--- src/rtl/ihl_pkg.sv ---
package ihl_pkg;
  // Output slot of the merge sequencer
  typedef enum logic {
    SLOT_EVEN = 1'b0,
    SLOT_ODD  = 1'b1
  } slot_e;
endpackage

--- src/rtl/ihl_undo_update.sv ---
module ihl_undo_update #(
  parameter int WIDTH = 8
) (
  input  logic                    clk,
  input  logic                    rst,
  input  logic                    chk_en,
  input  logic signed [WIDTH-1:0] coarse,
  input  logic signed [WIDTH:0]   detail,
  output logic signed [WIDTH-1:0] even
);
  localparam int EXT = WIDTH + 1;

  logic signed [EXT-1:0] half_d;
  logic signed [EXT-1:0] diff;

  always_comb begin
    half_d = detail >>> 1;
    diff   = {coarse[WIDTH-1], coarse} - half_d;
    even   = diff[WIDTH-1:0];
  end


  even_range_chk: assert property (@(posedge clk) disable iff (rst)
    chk_en |-> (diff[EXT-1] == diff[WIDTH-1]));
endmodule

--- src/rtl/ihl_undo_predict.sv ---
module ihl_undo_predict #(
  parameter int WIDTH = 8
) (
  input  logic                    clk,
  input  logic                    rst,
  input  logic                    chk_en,
  input  logic signed [WIDTH-1:0] even,
  input  logic signed [WIDTH:0]   detail,
  output logic signed [WIDTH-1:0] odd
);
  localparam int EXT = WIDTH + 1;

  logic signed [EXT-1:0] sum;

  always_comb begin
    sum = detail + {even[WIDTH-1], even};
    odd = sum[WIDTH-1:0];
  end


  odd_range_chk: assert property (@(posedge clk) disable iff (rst)
    chk_en |-> (sum[EXT-1] == sum[WIDTH-1]));
endmodule

--- src/rtl/ihl_merge_seq.sv ---
module ihl_merge_seq
  import ihl_pkg::*;
#(
  parameter int WIDTH = 8
) (
  input  logic                    clk,
  input  logic                    rst,
  input  logic                    en,
  input  logic                    in_valid,
  input  logic signed [WIDTH-1:0] even,
  input  logic signed [WIDTH-1:0] odd,
  output logic                    in_ready,
  output logic                    accept,
  output logic                    out_valid,
  output logic signed [WIDTH-1:0] out_sample
);
  slot_e                   slot_q;
  logic signed [WIDTH-1:0] odd_q;

  assign in_ready = (slot_q == SLOT_EVEN);
  assign accept   = en && in_valid && in_ready;

  always_ff @(posedge clk) begin
    if (rst) begin
      slot_q     <= SLOT_EVEN;
      odd_q      <= '0;
      out_valid  <= 1'b0;
      out_sample <= '0;
    end else if (en) begin
      unique case (slot_q)
        SLOT_EVEN: begin
          if (in_valid) begin
            out_sample <= even;
            odd_q      <= odd;
            slot_q     <= SLOT_ODD;
            out_valid  <= 1'b1;
          end else begin
            out_valid  <= 1'b0;
          end
        end
        SLOT_ODD: begin
          out_sample <= odd_q;
          slot_q     <= SLOT_EVEN;
          out_valid  <= 1'b1;
        end
        default: out_valid <= 1'b0;
      endcase
    end else begin
      out_valid <= 1'b0;
    end
  end


  reset_state_chk: assert property (@(posedge clk)
    rst |=> (!out_valid && in_ready));


  even_slot_chk: assert property (@(posedge clk) disable iff (rst)
    accept |=> (out_valid && !in_ready && out_sample == $past(even)));


  odd_slot_chk: assert property (@(posedge clk) disable iff (rst)
    (en && !in_ready) |=> (out_valid && in_ready));


  stall_chk: assert property (@(posedge clk) disable iff (rst)
    !en |=> (!out_valid && $stable(out_sample) && $stable(in_ready)));


  idle_chk: assert property (@(posedge clk) disable iff (rst)
    (en && in_ready && !in_valid) |=> !out_valid);
endmodule

--- src/rtl/haar_inverse_merge.sv ---
module haar_inverse_merge #(
  parameter int WIDTH = 8
) (
  input  logic                    clk,
  input  logic                    rst,
  input  logic                    en,
  input  logic                    in_valid,
  output logic                    in_ready,
  input  logic signed [WIDTH-1:0] coarse,
  input  logic signed [WIDTH:0]   detail,
  output logic                    out_valid,
  output logic signed [WIDTH-1:0] out_sample
);
  logic signed [WIDTH-1:0] even_w;
  logic signed [WIDTH-1:0] odd_w;
  logic                    accept_w;

  ihl_undo_update #(.WIDTH(WIDTH)) u_update (
    .clk    (clk),
    .rst    (rst),
    .chk_en (accept_w),
    .coarse (coarse),
    .detail (detail),
    .even   (even_w)
  );

  ihl_undo_predict #(.WIDTH(WIDTH)) u_predict (
    .clk    (clk),
    .rst    (rst),
    .chk_en (accept_w),
    .even   (even_w),
    .detail (detail),
    .odd    (odd_w)
  );

  ihl_merge_seq #(.WIDTH(WIDTH)) u_merge (
    .clk        (clk),
    .rst        (rst),
    .en         (en),
    .in_valid   (in_valid),
    .even       (even_w),
    .odd        (odd_w),
    .in_ready   (in_ready),
    .accept     (accept_w),
    .out_valid  (out_valid),
    .out_sample (out_sample)
  );

  // Shadow of the accepted pair for the lossless check
  logic signed [WIDTH:0]   det_q;
  logic signed [WIDTH-1:0] ev_q;

  always_ff @(posedge clk) begin
    if (rst) begin
      det_q <= '0;
      ev_q  <= '0;
    end else if (accept_w) begin
      det_q <= detail;
      ev_q  <= even_w;
    end
  end


  lossless_chk: assert property (@(posedge clk) disable iff (rst)
    (en && !in_ready) |=>
      (({out_sample[WIDTH-1], out_sample} - {ev_q[WIDTH-1], ev_q}) == det_q));
endmodule

--- config.mk ---
export PLATFORM = sky130hd
export DESIGN_NAME = haar_inverse_merge
export DESIGN_NICKNAME = d
export VERILOG_FILES = /design/src/rtl/ihl_pkg.sv /design/src/rtl/ihl_undo_update.sv /design/src/rtl/ihl_undo_predict.sv /design/src/rtl/ihl_merge_seq.sv /design/src/rtl/haar_inverse_merge.sv
export SDC_FILE = /design/constraint.sdc
export NUM_CORES = 1
export LEC_CHECK = 0
export BUFFER_PORTS_ARGS = -buffer_cell sky130_fd_sc_hd__buf_4
export CORE_MARGIN = 8
export CORE_UTILIZATION = 47
export DETAILED_ROUTE_END_ITERATION = 12
export PLACE_DENSITY_LB_ADDON = 0.3
export SLEW_MARGIN = 20
export SYNTH_ARGS = -nofsm -noshare
export SYNTH_HDL_FRONTEND = slang
export SYNTH_SLANG_ARGS = --single-unit
--- constraint.sdc ---
create_clock -name clk -period 4.1 [get_ports clk]
set_clock_uncertainty 0.2 [all_clocks]
set_input_delay 0.41 -clock clk [delete_from_list [all_inputs] [get_ports clk]]
set_output_delay 0.41 -clock clk [all_outputs]
set_load 0.05 [all_outputs]
==> flow_summary.json <==
{
  "power_leakage_nw": 0.724,
  "synth_common_cells": "20 x nand2_1, 19 x a21oi_1, 18 x dfxtp_1",
  "cts_tree": "yes",
  "cp_max_fo": 4,
  "synthesis.area_um2": 1360,
  "crit_slowest_cell": "fa_1",
  "place_congestion": 0.768,
  "path_cells": "buf_4, inv_1, ha_1, inv_1, fa_1, a21o_1, a21oi_1, o21bai_1, a21oi_1, xnor2_1, ha_1, o211ai_1, nand2_1, o41ai_4, xnor2_1, xnor2_1, o21a_1",
  "period_needed_ns": 3.02,
  "seq_area_um2": 360,
  "hp-class": "input pin to register",
  "num-fill-cells": 254,
  "fin_tns_setup_ns": 0,
  "post_cts_resized": 0,
  "crit_arrival_ns": 3.01,
  "drc": 0,
  "synth_most_common_cell": "nand2_1",
  "drive_above_1_share": 0.228,
  "fp.dieArea_um2": 4870,
  "start_kind": "input pin",
  "overflow": 0,
  "rsz0062_at_grt": "false",
  "drt_first_pass_iters": 4,
  "yosys_warnings": 0,
  "clock_sinks": 18,
  "cp_num_buf_inv": 3,
  "synth_compound_area_frac": 0.271,
  "port_buffers": 30,
  "synth-xor-area-share": 0.0772,
  "drt-total-wl_mm": 2.75,
  "clockBufferDepth": 2,
  "hpwl_mm": 2.28,
  "cts_setup_buffers": 0,
  "cts-root-buf": "clkbuf_4",
  "tightest_slew_ns": 0.552,
  "layoutNonFillerInstCount": 220,
  "netlist.area_leader.share": 0.265,
  "async_reset_ff_frac": 0,
  "run_status": "completed",
  "ys_types": 38,
  "die_h_um": 69.8,
  "grt_start_max_net_pins": 21,
  "core_area_um2": 2760,
  "diodes": 0,
  "ys_ff_latch": 18,
  "drv_cap": 0,
  "synth-simple-area-share": 0.153,
  "grt_pass1_vias": 1144,
  "power_density_nw_per_um2": 338,
  "antenna_found_initial": 0,
  "synth_edf_count": 0,
  "area_delta_synth_final_pct": 18.9,
  "fin_crit_sh": 0.738,
  "synth-main-ff-cell": "dfxtp_1",
  "clkLatencyLatePin_ns": 0.28,
  "routed-via-count": 1156,
  "irDropWorstVdd_mv": 0.213,
  "start_util": 0.494,
  "synthMuxAreaShare": 0.0221,
  "core.rowCount": 19,
  "seq_area_frac_synth": 0.265,
  "max_freq_mhz": 331,
  "syn_inst": 162,
  "placedCellCount": 217,
  "grt_pass1_wl_mm": 4.73,
  "wl_per_cell_um": 12.5,
  "numCtsBuffers": 3,
  "multi_input_area_um2": 927,
  "die_w_um": 69.8,
  "nets": 228,
  "crit_path_max_incr_delay_ns": 0.39,
  "crit_top_cell": "xnor2_1",
  "slew_headroom": 0.632,
  "antenna_left": 0,
  "synthAdderAreaFrac": 0.158,
  "cp.required_ns": 4.09,
  "cts.clk_slew.worst_paths_ns": 0.10,
  "syn_avg_cell_area_um2": 8.40,
  "crit_family": "compound AO/OA/AOI/OAI gates",
  "synth_top_family_by_area": "compound AO/OA/AOI/OAI gates",
  "vias_per_cell": 5.25,
  "syn-num-nets": 199,
  "synth_area_leaders": "dfxtp_1 26%, ha_1 13%, xnor2_1 7.1%, a21oi_1 7.0%, nand2_1 5.5%",
  "grt_use_total": 0.113,
  "htree_levels": 1,
  "ioPinCount": 31,
  "slew_violations": 0,
  "drt_iter0_drc": 46,
  "finalSetupViolCount": 0,
  "end_kind": "register",
  "path_class": "input pin to register",
  "hold_viol": 0,
  "yosys.area.top_type": "dfxtp_1",
  "cts_hold_buffers": 0
}
-- worst paths after layout --
path	slack, ns	depth (start not counted)	from	endpoint
setup / recovery	1.08	17	coarse[0]	u_merge.odd_q[7]
hold / removal	0.23	2	rst	u_merge.odd_q[3]
setup reg to reg	2.27	4	u_merge.slot_q	u_merge.odd_q[6]
hold reg to reg	0.26	2	u_merge.odd_q[3]	u_merge.odd_q[3]
-- area by class of cell --
| type | instances | area share |
|---|---|---|
| repair buffers | 30 | 0.139 |
| well taps | 31 | 0.0240 |
| multi-input cells | 126 | 0.573 |
| flip-flops and latches | 18 | 0.223 |
| clock buffers | 3 | 0.0139 |
| inverters | 12 | 0.0278 |
-- stage by stage --
step	setup WS [ns]	hold WS (ns)	area, um^2	total power [mW]	util
floorplan	1.04	0.232	1360	0.408	-
global placement	0.815	0.242	1600	0.461	0.579
detailed placement	0.763	0.246	1600	0.466	0.579
CTS	1.06	0.218	1620	0.551	0.587
global route	0.859	0.228	1620	0.589	0.587
finish	1.08	0.226	1620	0.547	0.587
-- where the power goes --
part	internal [mW]	switching [mW]	total, mW
registers	0.191	0.00916	0.200
clock network	0.0342	0.0518	0.0860
logic	0.119	0.143	0.261
total	0.344	0.204	0.547
-- per-layer routing --
| metal | wire [um] | track usage | part of all wire | up-vias |
|---|---|---|---|---|
| met2 | 1240 | 0.176 | 0.45 | 28 |
| li1 | - | - | - | 626 |
| met5 | 0 | 0 | 0 | - |
| met3 | 92 | 0.0172 | 0.034 | 4 |
| met1 | 1370 | 0.143 | 0.50 | 498 |
| met4 | 47 | 0.0647 | 0.017 | 0 |
-- registers in the layout, summed over array words and instances, names as in the netlist --
name and cells:
u_merge.out_sample 8, u_merge.odd_q 8, u_merge.out_valid 1, u_merge.slot_q 1
-- cells by family after synthesis --
family | count (synthesis)
fa+ha+maj | 16
xor+xnor | 12
buf+inv | 18
mux | 3
simple gates | 44
compound gates | 51
flops | 18
-- placed cells by master (no fill, tap or decap), types with 2 or more instances in the layout --
master	instances
buf_4	30
nand2_1	20
a21oi_1	19
dfxtp_1	18
ha_1	14
inv_1	11
xnor2_1	11
nor2_1	11
nand2b_1	5
o211ai_1	4
a211oi_1	4
o21ai_0	4
a21o_1	3
o21a_1	3
mux2i_1	3
nor3b_1	3
clkbuf_4	3
o21ai_1	2
a311oi_1	2
fa_1	2
Note: power is estimated with default switching activity, not from simulation.
